[config.mk]
export PLATFORM = sky130hd
export DESIGN_NAME = ssadc_backend
export DESIGN_NICKNAME = d
export VERILOG_FILES = /design/src/rtl/ssadc_pkg.sv /design/src/rtl/ssadc_gray_cnt.sv /design/src/rtl/ssadc_seq.sv /design/src/rtl/ssadc_col.sv /design/src/rtl/ssadc_backend.sv
export SDC_FILE = /design/constraint.sdc
export NUM_CORES = 1
export LEC_CHECK = 0
export BUFFER_PORTS_ARGS = -buffer_cell sky130_fd_sc_hd__buf_2
export CORE_ASPECT_RATIO = 2
export CORE_MARGIN = 10
export CORE_UTILIZATION = 55
export DETAILED_ROUTE_END_ITERATION = 12
export PLACE_DENSITY = 0.83
export SKIP_LAST_GASP = 1
export SYNTH_ARGS = -nofsm -noshare
export SYNTH_HDL_FRONTEND = slang
export SYNTH_HIERARCHICAL = 1
export SYNTH_SLANG_ARGS = --single-unit
[constraint.sdc]
create_clock -name clk -period 10 [get_ports clk]
set_clock_uncertainty 0.05 [all_clocks]
set_input_delay 1 -clock clk [delete_from_list [all_inputs] [get_ports clk]]
set_output_delay 1 -clock clk [all_outputs]
set_load 0.03 [all_outputs]
[src/rtl/ssadc_pkg.sv]
package ssadc_pkg;

    typedef enum logic [1:0] {
        ST_IDLE  = 2'd0,
        ST_RAMP  = 2'd1,
        ST_CLOSE = 2'd2
    } ramp_state_e;

    typedef struct packed {
        logic clr;      // clear counter and capture flags
        logic inc;      // advance the counter
        logic cap_en;   // capture window open
        logic close;    // fill uncaptured columns
        logic copy_ok;  // copy strobe allowed
    } seq_ctrl_t;

endpackage

[src/rtl/ssadc_gray_cnt.sv]
module ssadc_gray_cnt #(
    parameter int W = 10
) (
    input  logic         clk,
    input  logic         rst_n,
    input  logic         clr_i,
    input  logic         inc_i,
    input  logic [W-1:0] fs_i,
    output logic [W-1:0] gray_o,
    output logic         at_full_o
);

    logic [W-1:0] bin_q;
    logic [W-1:0] gray_q;
    logic [W-1:0] bin_nxt;

    assign bin_nxt   = bin_q + 1'b1;
    assign at_full_o = (bin_q == fs_i);
    assign gray_o    = gray_q;

    always_ff @(posedge clk or negedge rst_n) begin
        if (!rst_n) begin
            bin_q  <= '0;
            gray_q <= '0;
        end else if (clr_i) begin
            bin_q  <= '0;
            gray_q <= '0;
        end else if (inc_i && !at_full_o) begin
            bin_q  <= bin_nxt;
            gray_q <= bin_nxt ^ (bin_nxt >> 1);
        end
    end

    // each advance flips exactly one bus bit
    a_r3_single_bit_step: assert property (@(posedge clk) disable iff (!rst_n)
        (inc_i && !clr_i && !at_full_o) |=> ($countones(gray_q ^ $past(gray_q)) == 1));

    // start clears the counter
    a_r2_clear_to_zero: assert property (@(posedge clk) disable iff (!rst_n)
        clr_i |=> (gray_q == '0));

    // counter holds at full scale
    a_r4_hold_at_full: assert property (@(posedge clk) disable iff (!rst_n)
        (inc_i && at_full_o && !clr_i) |=> $stable(gray_q));

endmodule

[src/rtl/ssadc_seq.sv]
module ssadc_seq
    import ssadc_pkg::*;
#(
    parameter int W = 10
) (
    input  logic         clk,
    input  logic         rst_n,
    input  logic         start_i,
    input  logic         res_hi_i,
    input  logic         at_full_i,
    output seq_ctrl_t    ctrl_o,
    output logic [W-1:0] fs_o,
    output logic         busy_o
);

    localparam logic [W-1:0] FS_HI = {W{1'b1}};
    localparam logic [W-1:0] FS_LO = {1'b0, {(W-1){1'b1}}};

    ramp_state_e state_q, state_d;
    logic        res_q;

    // state register
    always_ff @(posedge clk or negedge rst_n) begin
        if (!rst_n) begin
            state_q <= ST_IDLE;
            res_q   <= 1'b0;
        end else begin
            state_q <= state_d;
            if (state_q == ST_IDLE && start_i) begin
                res_q <= res_hi_i;
            end
        end
    end

    // next state
    always_comb begin
        state_d = state_q;
        unique case (state_q)
            ST_IDLE:  if (start_i)   state_d = ST_RAMP;
            ST_RAMP:  if (at_full_i) state_d = ST_CLOSE;
            ST_CLOSE: state_d = ST_IDLE;
            default:  state_d = ST_IDLE;
        endcase
    end

    // outputs
    always_comb begin
        ctrl_o = '0;
        busy_o = 1'b0;
        unique case (state_q)
            ST_IDLE: begin
                ctrl_o.clr     = start_i;
                ctrl_o.copy_ok = 1'b1;
            end
            ST_RAMP: begin
                ctrl_o.inc    = 1'b1;
                ctrl_o.cap_en = 1'b1;
                busy_o        = 1'b1;
            end
            ST_CLOSE: begin
                ctrl_o.close = 1'b1;
                busy_o       = 1'b1;
            end
            default: ;
        endcase
    end

    assign fs_o = res_q ? FS_HI : FS_LO;

    // ramp ends at full scale
    a_r4_ramp_to_close: assert property (@(posedge clk) disable iff (!rst_n)
        (state_q == ST_RAMP && at_full_i) |=> (state_q == ST_CLOSE));

    // start during ramp is ignored
    a_r12_start_ignored: assert property (@(posedge clk) disable iff (!rst_n)
        (state_q == ST_RAMP && start_i && !at_full_i) |=> (state_q == ST_RAMP));

    // close lasts one cycle
    a_r4_close_one_cycle: assert property (@(posedge clk) disable iff (!rst_n)
        (state_q == ST_CLOSE) |=> (state_q == ST_IDLE));

endmodule

[src/rtl/ssadc_col.sv]
module ssadc_col #(
    parameter int W    = 10,
    parameter int SYNC = 2
) (
    input  logic         clk,
    input  logic         rst_n,
    input  logic         cmp_i,
    input  logic         clr_i,
    input  logic         cap_en_i,
    input  logic         close_i,
    input  logic         copy_i,
    input  logic [W-1:0] bus_i,
    input  logic [W-1:0] fs_gray_i,
    output logic [W-1:0] reg_b_o
);

    logic [SYNC-1:0] sync_q;
    logic            prev_q;
    logic            rise;
    logic            cap_q;
    logic [W-1:0]    reg_a;
    logic [W-1:0]    reg_b;

    always_ff @(posedge clk or negedge rst_n) begin
        if (!rst_n) begin
            sync_q <= '0;
            prev_q <= 1'b0;
        end else begin
            sync_q <= {sync_q[SYNC-2:0], cmp_i};
            prev_q <= sync_q[SYNC-1];
        end
    end

    assign rise = sync_q[SYNC-1] & ~prev_q;

    always_ff @(posedge clk or negedge rst_n) begin
        if (!rst_n) begin
            cap_q <= 1'b0;
            reg_a <= '0;
        end else if (clr_i) begin
            cap_q <= 1'b0;
        end else if (cap_en_i && rise && !cap_q) begin
            reg_a <= bus_i;
            cap_q <= 1'b1;
        end else if (close_i && !cap_q) begin
            reg_a <= fs_gray_i;
            cap_q <= 1'b1;
        end
    end

    always_ff @(posedge clk or negedge rst_n) begin
        if (!rst_n) begin
            reg_b <= '0;
        end else if (copy_i) begin
            reg_b <= reg_a;
        end
    end

    assign reg_b_o = reg_b;

    // first edge stores the bus code
    a_r5_capture_bus: assert property (@(posedge clk) disable iff (!rst_n)
        (cap_en_i && rise && !cap_q && !clr_i) |=> (reg_a == $past(bus_i)));

    // a stored code is frozen until the next start
    a_r6_first_edge_only: assert property (@(posedge clk) disable iff (!rst_n)
        (cap_q && !clr_i) |=> $stable(reg_a));

    // uncaptured column takes full scale at close
    a_r7_full_scale_fill: assert property (@(posedge clk) disable iff (!rst_n)
        (close_i && !cap_q && !clr_i) |=> (reg_a == $past(fs_gray_i)));

    // holding register only changes on a gated copy
    a_r9_copy_gate: assert property (@(posedge clk) disable iff (!rst_n)
        !copy_i |=> $stable(reg_b));

endmodule

[src/rtl/ssadc_backend.sv]
module ssadc_backend
    import ssadc_pkg::*;
#(
    parameter int NUM_CH      = 20,
    parameter int CODE_W      = 10,
    parameter int SYNC_STAGES = 2,
    localparam int SEL_W      = (NUM_CH > 1) ? $clog2(NUM_CH) : 1
) (
    input  logic              clk,
    input  logic              rst_n,
    input  logic              start_i,
    input  logic              res10_i,
    input  logic [NUM_CH-1:0] cmp_i,
    input  logic              copy_i,
    input  logic [SEL_W-1:0]  rd_sel_i,
    output logic              busy_o,
    output logic [CODE_W-1:0] gray_bus_o,
    output logic [CODE_W-1:0] rd_code_o
);

    seq_ctrl_t         ctrl;
    logic [CODE_W-1:0] fs_bin;
    logic [CODE_W-1:0] fs_gray;
    logic [CODE_W-1:0] bus;
    logic              at_full;
    logic              copy_gated;
    logic [CODE_W-1:0] regb [NUM_CH];

    ssadc_seq #(.W(CODE_W)) u_seq (
        .clk       (clk),
        .rst_n     (rst_n),
        .start_i   (start_i),
        .res_hi_i  (res10_i),
        .at_full_i (at_full),
        .ctrl_o    (ctrl),
        .fs_o      (fs_bin),
        .busy_o    (busy_o)
    );

    ssadc_gray_cnt #(.W(CODE_W)) u_cnt (
        .clk       (clk),
        .rst_n     (rst_n),
        .clr_i     (ctrl.clr),
        .inc_i     (ctrl.inc),
        .fs_i      (fs_bin),
        .gray_o    (bus),
        .at_full_o (at_full)
    );

    assign fs_gray    = fs_bin ^ (fs_bin >> 1);
    assign copy_gated = copy_i & ctrl.copy_ok;
    assign gray_bus_o = bus;

    for (genvar gi = 0; gi < NUM_CH; gi++) begin : g_col
        ssadc_col #(.W(CODE_W), .SYNC(SYNC_STAGES)) u_col (
            .clk       (clk),
            .rst_n     (rst_n),
            .cmp_i     (cmp_i[gi]),
            .clr_i     (ctrl.clr),
            .cap_en_i  (ctrl.cap_en),
            .close_i   (ctrl.close),
            .copy_i    (copy_gated),
            .bus_i     (bus),
            .fs_gray_i (fs_gray),
            .reg_b_o   (regb[gi])
        );
    end

    // readout: select and Gray-to-binary decode
    always_comb begin
        logic [CODE_W-1:0] g;
        g         = '0;
        rd_code_o = '0;
        if (int'(rd_sel_i) < NUM_CH) begin
            g = regb[rd_sel_i];
            rd_code_o[CODE_W-1] = g[CODE_W-1];
            for (int i = CODE_W - 2; i >= 0; i--) begin
                rd_code_o[i] = rd_code_o[i+1] ^ g[i];
            end
        end
    end

    // out-of-range select reads zero
    a_r11_sel_range: assert property (@(posedge clk) disable iff (!rst_n)
        (int'(rd_sel_i) >= NUM_CH) |-> (rd_code_o == '0));

    // start in idle makes the block busy
    a_r2_start_busy: assert property (@(posedge clk) disable iff (!rst_n)
        (!busy_o && start_i) |=> (busy_o && gray_bus_o == '0));

endmodule

=== Yosys cells after proc, flatten, opt, wreduce, memory -nomap -nowiden ===
Index checks and enable logic that the tools add are counted.

* Output and inout port bits: 21
* Word-level logic and storage cells: 430
* Input port bits: 30
* Register bits after elaboration: 503

* Reduce and logical (&&, ||, !) cells: 147
* Equality and inequality tests: 5
* Add/sub/neg operators: 1
* Mux-type cells: 117
* Bitwise logic cells: 54
* $lt $le $gt $ge: 2

{| class="wikitable"
|+ Operator list
! cell !! number
|-
| $mux 10 || 48
|-
| $mux 1 || 64
|-
| $logic_and 1x1->1 || 62
|-
| $reduce_bool 3->1 || 20
|-
| $bmux 10 s5 || 1
|-
| $reduce_and 2->1 || 21
|-
| $reduce_bool 2->1 || 21
|-
| $and 1x1->1 || 21
|-
| $logic_not 1->1 || 21
|-
| $not 1->1 || 21
|-
| $xor 10x9->10 || 2
|-
| $add 10x1->10 const B || 1
|-
| $eq 10x10->1 || 1
|-
| $xor 1x1->1 || 9
|-
| $ge 6x6->1 const B || 1
|-
| $mux 2 || 3
|-
| $not 5->6 || 1
|-
| $lt 5x5->1 const B || 1
|-
| $pmux 2 s2 || 1
|-
| $eq 2x1->1 const B || 1
|-
| $eq 2x2->1 const B || 1
|-
| $logic_not 2->1 || 1
|-
| $ne 2x1->1 const B || 1
|-
| $ne 2x2->1 const B || 1
|-
| $reduce_or 2->1 || 1
|}

=== Logic depth before layout (Yosys ltp) ===
Gate-level depths: netlist of run 1.

* Depth after elaboration: 14
* Gate-level depth with buffers: 12
* Mapped depth without buffers: 8

=== Modules after synthesis ===
Netlist of run 1, hierarchy kept.

{| class="wikitable"
|+ Modules (own cells, without submodules)
! module !! area an instance (µm²) !! cells each !! sequential area each (µm²) !! instances
|-
| ssadc_col || 1,031.0 || 62 || 600.6 || 20
|-
| ssadc_backend || 2,225.9 || 153 || 0.0 || 1
|-
| ssadc_gray_cnt || 1,353.8 || 151 || 475.5 || 1
|-
| ssadc_seq || 271.5 || 30 || 75.1 || 1
|}

=== Least setup slack after synthesis of run 1 ===
Ideal clock, no wire load.

* Path kind: input to output
* From: input port rd_sel_i[0]
* To: output port rd_code_o[3]
* Slack: 5.171 ns
* Stages: 10
* Data arrival time: 3.779 ns
* Path buffers: 2
* Required time: 8.950 ns
* Cells stage by stage: buf_6 buf_12 mux4_1 nand2_1 o21ai_0 nand2b_1 a21o_1 o32ai_4 inv_1 xnor2_1

* Longest elaborated chain between the ends: 11
* Elaborated cells on any way between the ends: 12
* Those cells by class: order compare: 1; mux: 4; bitwise: 7

{| class="wikitable"
|+ RTL lines
! item !! line !! source
|-
| start: declaration || ssadc_backend.sv:15 || <nowiki>input logic [SEL_W-1:0] rd_sel_i,</nowiki>
|-
| $not 5->6 (not written as such) || ssadc_backend.sv:75 || <nowiki>g = regb[rd_sel_i];</nowiki>
|-
| $bmux 10 s5 || ssadc_backend.sv:75 ||
|-
| $mux 10 (not written as such) (2 in a row) || ssadc_backend.sv:75 ||
|-
| $xor 1x1->1 (6 in a row) || ssadc_backend.sv:78 || <nowiki>rd_code_o[i] = rd_code_o[i+1] ^ g[i];</nowiki>
|-
| $mux 10 * || ssadc_backend.sv:74 || <nowiki>if (int'(rd_sel_i) < NUM_CH) begin</nowiki>
|-
| end: declaration || ssadc_backend.sv:18 || <nowiki>output logic [CODE_W-1:0] rd_code_o</nowiki>
|}

Every way passes the cells marked *; elsewhere a longest branch is shown, timed or not. The select of a mux whose other input is x is not followed.

=== Worst setup path in the final report of run 1 ===
* From: input port rd_sel_i[0]
* To: output port rd_code_o[2]

* Longest elaborated chain between the ends: 12
* Elaborated cells on any way between the ends: 13
* Those cells by class: order compare: 1; mux: 4; bitwise: 8

{| class="wikitable"
|+ RTL lines
! item !! line
|-
| $not 5->6 (not written as such) || ssadc_backend.sv:75
|-
| $bmux 10 s5 || ssadc_backend.sv:75
|-
| $mux 10 (not written as such) (2 in a row) || ssadc_backend.sv:75
|-
| $xor 1x1->1 (7 in a row) || ssadc_backend.sv:78
|-
| $mux 10 * || ssadc_backend.sv:74
|}

Marked as above.

==> impl_metrics.csv, run 1 <==
group,metric,value,unit
placed_design,dp_hpwl,42.9,mm
drt,wire_per_inst,29.3,µm
placed_design,port_buffers,50,
synthesis,synth_async_sr_flop_share,1.00,
clock_network,cts.sinks,502,
timing,period_minus_slack,5420,ps
synthesis,post_synthesis_cell_type_with_the_largest_combined_area,"sky130_fd_sc_hd__dfrtp_1",
floorplan,floorplan.die.width,169,µm
setup_path,timing.critical_path.from_type,"input pin",
power_and_ir_drop,design_power,0.00853,W
synthesis,synth_top_family_by_area,"multiplexers",
layout,fin_nets,1660,
drt,drc_errors,0,
synthesis,synth_simple_gate_area_share,0.0592,
clock_network,postCtsSetupRepairBufs,0,
timing,report.final.setup_viol,0,
drt,ant_nets,0,
timing,report.final.hold_viol_count,0,
synthesis,mappedNetlistArea,0.0245,mm²
layout,utilization,0.602,
layout,layout-drive-gt1-share,0.505,
synthesis,synth.top_cell.area_share,0.513,
floorplan,std_cell_rows,109,
setup_path,critPathMaxFanout,42,
synthesis,postSynthRegisterBits,502,
setup_path,worst_ep_arrival_time,4370,ps
synthesis,post_synth_num_cell_types,71,
synthesis,synth_sequential_area_ratio,0.513,
timing,fin_setup_tns,0,ps
placed_design,gp_routability_congestion,0.907,
flow_run,cap_violations,0,
clock_network,maximum_count_of_clock_buffers_along_a_single_path,3,
clock_network,cts-buffers-inserted,44,
floorplan,die_area,0.0538,mm²
clock_network,cts-root-buf,"sky130_fd_sc_hd__clkbuf_16",
worst_hold_path,worstHoldPathType,"flop to flop",
layout,post_layout_nonfiller_instances,2215,
clock_network,clk_transition_reported_paths,70,ps
synthesis,synth_cells,1574,
timing,grt_setup_unrepaired,"no",
clock_network,ctsResizeCount,0,
synthesis,synth.most_common_cell,"sky130_fd_sc_hd__mux2_2",
drt,dr.first_iter.drc_count,781,
timing,finalMaxSlewViolations,0,
placed_design,post-place-cells,2135,
floorplan,effective_utilization_at_floorplan,0.556,
placed_design,place_ws,4580,ps
power_and_ir_drop,internal_power,0.00551,W
floorplan,floorplan.die.height,318,µm
setup_path,timing_worst_setup_path_type,"input pin to output port",
synthesis,number_of_synthesized_flops_with_an_enable_pin,0,
global_route,grt_start_max_net_pins,178,
synthesis,synthesis.area_per_instance,15.5,µm²
drt,route.final.wire_length,65.0,mm
synthesis,fraction_of_the_mapped_netlist_area_in_compound_gates,0.0344,
floorplan,floorplan.core_area,0.0441,mm²
global_route,grt_overflow_total,0,
timing,timing.slew.headroom,0.260,
power_and_ir_drop,power.static_leakage,11.1,nW
timing,maxClockFrequency,184,MHz
synthesis,synth.area.mux_share,0.340,
clock_network,cts_tree,"built",
power_and_ir_drop,power_frac_seq,0.442,
power_and_ir_drop,clock_power_share,0.201,
layout,area.growth.synth_to_final,8.44,%
floorplan,floorplan.io_pins,51,
global_route,global_route_wire_length_before_repair,98.0,mm
setup_path,cp_endpoint_kind,"output port",
global_route,number_of_global_route_vias_before_repair,15400,
clock_network,ctsHtreeMaxLevel,2,
clock_network,ctsHoldBuffers,0,
synthesis,synthAdderAreaFrac,0.00205,
drt,drt_pre_antenna_iters,4,
outcome,run_status,"complete, no violations",
power_and_ir_drop,switching_power_summed_over_all_nets,0.00301,W
synthesis,post_synth_xor_area_fraction,0.0194,
power_and_ir_drop,comb_power_share,0.357,
synthesis,synth_top_flop_cell,"sky130_fd_sc_hd__dfrtp_1",
global_route,antenna_violations_before_repair,3,
power_and_ir_drop,sw_frac_of_total,0.353,
clock_network,insertion_delay,560,ps
synthesis,post_synth_most_frequent_cells,"sky130_fd_sc_hd__mux2_2, sky130_fd_sc_hd__dfrtp_1, sky130_fd_sc_hd__nor2_1, sky130_fd_sc_hd__inv_1",
timing,worst_pin_slew,1110,ps
drt,viasPerCell,6.32,
timing,period_share,0.542,
synthesis,post_synth_main_area_contributors,"sky130_fd_sc_hd__dfrtp_1, sky130_fd_sc_hd__mux2_2, sky130_fd_sc_hd__mux4_1, sky130_fd_sc_hd__mux4_2, sky130_fd_sc_hd__nor4bb_4",
global_route,gr-usage-all-layers,0.241,
synthesis,yosys_warnings,6,
timing,setup_slack,4580,ps
drt,via_count,14000,
power_and_ir_drop,vdd_ir_drop_max,0.000526,V
setup_path,crit_required,8950,ps
power_and_ir_drop,power.density,321,mW/mm²
-- metrics by stage --
step | hold slack (ps) | area [µm²]
6_report | 296 | 26500
5_1_grt | 307 | 26500
4_1_cts | 296 | 26500
3_5_place_dp | 286 | 25100
3_3_place_gp | 283 | 25100
2_1_floorplan | 281 | 24500
-- state kept, by name, summed over array words and instances, names as in the netlist --
| signal | count |
|---|---|
| g_col.u_col/sync_q | 40 |
| g_col.u_col/cap_q | 20 |
| u_seq/res_q | 1 |
| u_cnt/gray_o | 9 |
| g_col.u_col/reg_b_o | 200 |
| u_seq/state_q | 2 |
| g_col.u_col/prev_q | 20 |
| u_cnt/bin_q | 10 |
| g_col.u_col/reg_a | 200 |
-- critical path, cell delays in order --
cell and delay, ps:
sky130_fd_sc_hd__buf_2 80, sky130_fd_sc_hd__buf_4 550, sky130_fd_sc_hd__mux4_2 600, sky130_fd_sc_hd__mux2i_1 250, sky130_fd_sc_hd__nor2_1 110, sky130_fd_sc_hd__a211oi_4 490, sky130_fd_sc_hd__xnor3_1 500, sky130_fd_sc_hd__xnor2_1 400
sky130_fd_sc_hd__buf_2 290
-- per-layer routing --
layer | track usage | vias up | part of all wire
met5 | 0 | - | 0.00045
li1 | - | 5890 | -
met3 | 0.0332 | 220 | 0.036
met4 | 0.205 | 4 | 0.099
met2 | 0.419 | 411 | 0.53
met1 | 0.248 | 7464 | 0.34
-- cell families (layout without fill, tap and decap cells) --
| group | count (synthesis) | after routing |
|---|---|---|
| AOI/OAI and AO/OA | 76 | 76 |
| xor gates and xnor gates | 47 | 47 |
| buffers and inverters | 115 | 191 |
| DFF | 502 | 502 |
| muxes | 678 | 678 |
| other | 1 | 11 |
| and+or+nand+nor | 151 | 151 |
| adders and majority gates | 4 | 4 |
-- layout make-up --
class                      instances  area [µm²]
fill                            3245       17500
antenna                            2        5.00
tap                              555         694
clock buffer                      64        1310
multi-input combinational        965       11200
inverter                          31         116
timing repair buffer              82         526
sequential                       502       12600
clock inverter                    14         130
-- power groups by stage --
stage	logic [W]	clock network [W]	registers, W
floorplan	0.00231	0	0.00337
global placement	0.00289	0	0.00373
detailed placement	0.00300	0	0.00377
CTS	0.00303	0.00175	0.00374
global route	0.00323	0.00182	0.00381
finish	0.00305	0.00171	0.00377
-- placed cells by master, fill, tap and decap left out, types with 3 or more instances in the layout --
master	count
sky130_fd_sc_hd__clkbuf_8	11
sky130_fd_sc_hd__buf_4	30
sky130_fd_sc_hd__mux2_1	20
sky130_fd_sc_hd__nor4bb_4	20
sky130_fd_sc_hd__clkbuf_16	45
sky130_fd_sc_hd__xnor2_1	19
sky130_fd_sc_hd__xnor3_1	4
sky130_fd_sc_hd__buf_2	49
sky130_fd_sc_hd__nand4_1	3
sky130_fd_sc_hd__dfrtp_1	502
sky130_fd_sc_hd__a21oi_1	11
sky130_fd_sc_hd__o21ai_0	4
sky130_fd_sc_hd__nor2b_1	4
sky130_fd_sc_hd__a211oi_4	21
sky130_fd_sc_hd__clkbuf_1	8
sky130_fd_sc_hd__o22ai_1	3
sky130_fd_sc_hd__mux2_2	583
sky130_fd_sc_hd__xor2_1	23
sky130_fd_sc_hd__nand3b_4	20
sky130_fd_sc_hd__nand2_1	9
sky130_fd_sc_hd__a211oi_1	4
sky130_fd_sc_hd__a22oi_1	3
sky130_fd_sc_hd__clkinv_2	9
sky130_fd_sc_hd__inv_1	29
sky130_fd_sc_hd__nor3_1	27
sky130_fd_sc_hd__mux4_2	27
sky130_fd_sc_hd__conb_1	9
sky130_fd_sc_hd__mux2i_1	20
sky130_fd_sc_hd__nor2_1	45
sky130_fd_sc_hd__mux4_1	27
sky130_fd_sc_hd__nand3_1	3
-- final timing paths --
kind	from	end	slack, ps	depth (start not counted)
setup / recovery	rd_sel_i[0]	rd_code_o[2]	4580	9
hold / removal	g_col[2].u_col/sync_q[0]$_DFF_PN0_	g_col[2].u_col/sync_q[1]$_DFF_PN0_	300	0
setup reg to reg	u_seq/state_q[1]$_DFFE_PN0P_	g_col[3].u_col/reg_a[8]$_DFFE_PN0P_	6600	6
hold reg to reg	g_col[2].u_col/sync_q[0]$_DFF_PN0_	g_col[2].u_col/sync_q[1]$_DFF_PN0_	300	0
max in group asynchronous	rst_n	g_col[9].u_col/reg_b_o[8]$_DFFE_PN0P_	7310	3
min in group asynchronous	rst_n	g_col[5].u_col/sync_q[0]$_DFF_PN0_	450	1
Note: power is estimated with default switching activity, not from simulation.
==> inputs of run 2 (changes only) <==
Settings changed: PLACE_DENSITY 0.83 to 0.86.
Clock period 10 ns to 4.88 ns, I/O delays scaled along.
==> run 2 against run 1 <==
Non-clock buffer count grew 30. Critical path depth is the same. First-iteration DRC count grew 15%. Worst setup slack lost 4100 ps. Design area grew 1.8%. Total power grew 110%. Die area is the same. Global-route usage shrank 1.0 points. Flip-flop and latch count is the same. Critical path type unchanged. Largest power group unchanged.
==> impl_metrics.csv, run 2 (synthesis results as in run 1) <==
group,metric,value,unit
setup_path,reg2reg_depth,5,
clock_network,cts_tree,"built",
drt,viasPerCell,6.23,
setup_path,crit_required,4340,ps
global_route,grt_start_max_net_pins,128,
layout,fin_nets,1691,
floorplan,die_area,0.0538,mm²
floorplan,floorplan.core_area,0.0441,mm²
timing,fin_setup_tns,0,ps
timing,maxClockFrequency,229,MHz
placed_design,dp_hpwl,41.2,mm
power_and_ir_drop,power.density,655,mW/mm²
layout,post_layout_nonfiller_instances,2250,
clock_network,maximum_count_of_clock_buffers_along_a_single_path,3,
drt,drc_errors,0,
layout,utilization,0.613,
global_route,gr-usage-all-layers,0.231,
floorplan,effective_utilization_at_floorplan,0.556,
timing,finalMaxSlewViolations,0,
clock_network,cts.sinks,502,
global_route,grt_overflow_total,0,
clock_network,ctsResizeCount,0,
clock_network,cts-buffers-inserted,45,
timing,worst_pin_slew,1240,ps
timing,period_share,0.896,
worst_hold_path,worst_hold_path_stage_count,2,
global_route,global_route_wire_length_before_repair,95.5,mm
placed_design,gp_routability_congestion,1.00,
clock_network,ctsHtreeMaxLevel,2,
placed_design,port_buffers,50,
setup_path,timing.critical_path.from_type,"input pin",
drt,via_count,14000,
timing,grt_setup_unrepaired,"no",
timing,report.final.setup_viol,0,
global_route,antenna_violations_before_repair,6,
clock_network,postCtsSetupRepairBufs,0,
clock_network,insertion_delay,570,ps
layout,layout-drive-gt1-share,0.504,
flow_run,cap_violations,0,
global_route,number_of_global_route_vias_before_repair,15700,
floorplan,std_cell_rows,109,
drt,drt_pre_antenna_iters,5,
drt,route.final.wire_length,62.6,mm
floorplan,floorplan.die.height,318,µm
outcome,run_status,"complete, no violations",
floorplan,floorplan.die.width,169,µm
setup_path,timing_worst_setup_path_type,"input pin to output port",
power_and_ir_drop,power.static_leakage,11.3,nW
floorplan,floorplan.io_pins,51,
setup_path,slowest_delay,580,ps
clock_network,cts-root-buf,"sky130_fd_sc_hd__clkbuf_16",
power_and_ir_drop,vdd_ir_drop_max,0.000711,V
timing,report.final.hold_viol_count,0,
setup_path,cells_along_the_critical_path,"buf_2 -> mux4_2 -> mux2i_1 -> nor3_1 -> a211oi_2 -> xnor3_1 -> xor2_2 -> xnor3_1 -> buf_2",
layout,fillCellCount,3102,
drt,wire_per_inst,27.8,µm
layout,layout.cells.most_common_list,"sky130_fd_sc_hd__mux2_2, sky130_fd_sc_hd__dfrtp_1, sky130_fd_sc_hd__buf_2, sky130_fd_sc_hd__clkbuf_16, sky130_fd_sc_hd__nor2_1",
timing,period_minus_slack,4370,ps
drt,ant_nets,0,
clock_network,clk_transition_reported_paths,60,ps
setup_path,worst_ep_arrival_time,3830,ps
setup_path,crit_slowest_cell,"sky130_fd_sc_hd__mux4_2",
drt,dr.first_iter.drc_count,900,
setup_path,critPathMaxFanout,12,
placed_design,post-place-cells,2144,
timing,timing.slew.headroom,0.171,
layout,area.growth.synth_to_final,10.4,%
worst_hold_path,worstHoldPathType,"input pin to flop",
layout,commonest_non_fill_non_tap_cell_in_the_layout,"sky130_fd_sc_hd__mux2_2",
setup_path,cp_endpoint_kind,"output port",
==> run 2: changes by cell type in the layout (fill, tap and decap cells not counted) <==
cell                            delta
sky130_fd_sc_hd__clkinv_4          +1
sky130_fd_sc_hd__dlygate4sd3_1    +21
sky130_fd_sc_hd__inv_6             +1
sky130_fd_sc_hd__buf_12            +4
sky130_fd_sc_hd__clkbuf_16         +2
sky130_fd_sc_hd__bufinv_16         +3
sky130_fd_sc_hd__clkinvlp_4        +3
sky130_fd_sc_hd__buf_4             +5
sky130_fd_sc_hd__clkbuf_1          -3
sky130_fd_sc_hd__clkinv_2          -2
==> run 2: final timing paths <==
| path | slack, ps | start | to |
|---|---|---|---|
| setup reg to reg | 1770 | u_seq/state_q[1]$_DFFE_PN0P_ | g_col[19].u_col/reg_a[9]$_DFFE_PN0P_ |
| hold reg to reg | 290 | g_col[3].u_col/sync_q[0]$_DFF_PN0_ | g_col[3].u_col/sync_q[1]$_DFF_PN0_ |
| min in group asynchronous | 430 | rst_n | g_col[5].u_col/sync_q[1]$_DFF_PN0_ |
| setup / recovery | 510 | rd_sel_i[1] | rd_code_o[0] |
| hold / removal | 130 | res10_i | u_seq/res_q$_DFFE_PN0P_ |
| max in group asynchronous | 3190 | rst_n | g_col[17].u_col/reg_b_o[5]$_DFFE_PN0P_ |
==> run 2: routing by layer <==
layer,share of wire,GRT usage,vias to the layer above
met5,0.00088,0,-
met4,0.086,0.177,8
met3,0.038,0.0330,218
met2,0.53,0.409,399
met1,0.34,0.237,7429
li1,-,-,5963
==> run 2: repair_timing <==
item                       CTS  global route
hold endpoints to repair    85             0
setup endpoints to repair    0             0
hold buffers                21             0
==> run 2: layout make-up <==
type                    instances  area (µm²)  area share
flip-flops and latches        502       12600       0.465
clock inverters                20         250     0.00926
well taps                     555         694      0.0257
diodes                          2        5.00    0.000185
inverters                      31         116     0.00431
multi-input cells             965       11200       0.414
repair buffers                112         853      0.0316
clock buffers                  63        1350      0.0498
==> run 2: power breakdown <==
group / switching [W] / internal [W]
sequential: 0.00161 / 0.00604
clock: 0.00162 / 0.00220
combinational: 0.00290 / 0.00333
==> run 2: worst max-delay path, delay by kind of cell <==
family | cells | cell delay [ps]
compound gates | 1 | 340
xor+xnor | 3 | 1280
buf+inv | 2 | 620
mux | 2 | 960
simple gates | 1 | 110
==> run 2: through the flow <==
stage | worst slack (ps) | total power, W | area (µm²) | hold WS, ps
finish | 510 | 0.0177 | 27000 | 129
global route | 383 | 0.0184 | 27000 | 121
CTS | 498 | 0.0177 | 27000 | 110
detailed placement | 499 | 0.0138 | 25200 | 285
global placement | 567 | 0.0134 | 25200 | 281
floorplan | 1070 | 0.0116 | 24500 | 142
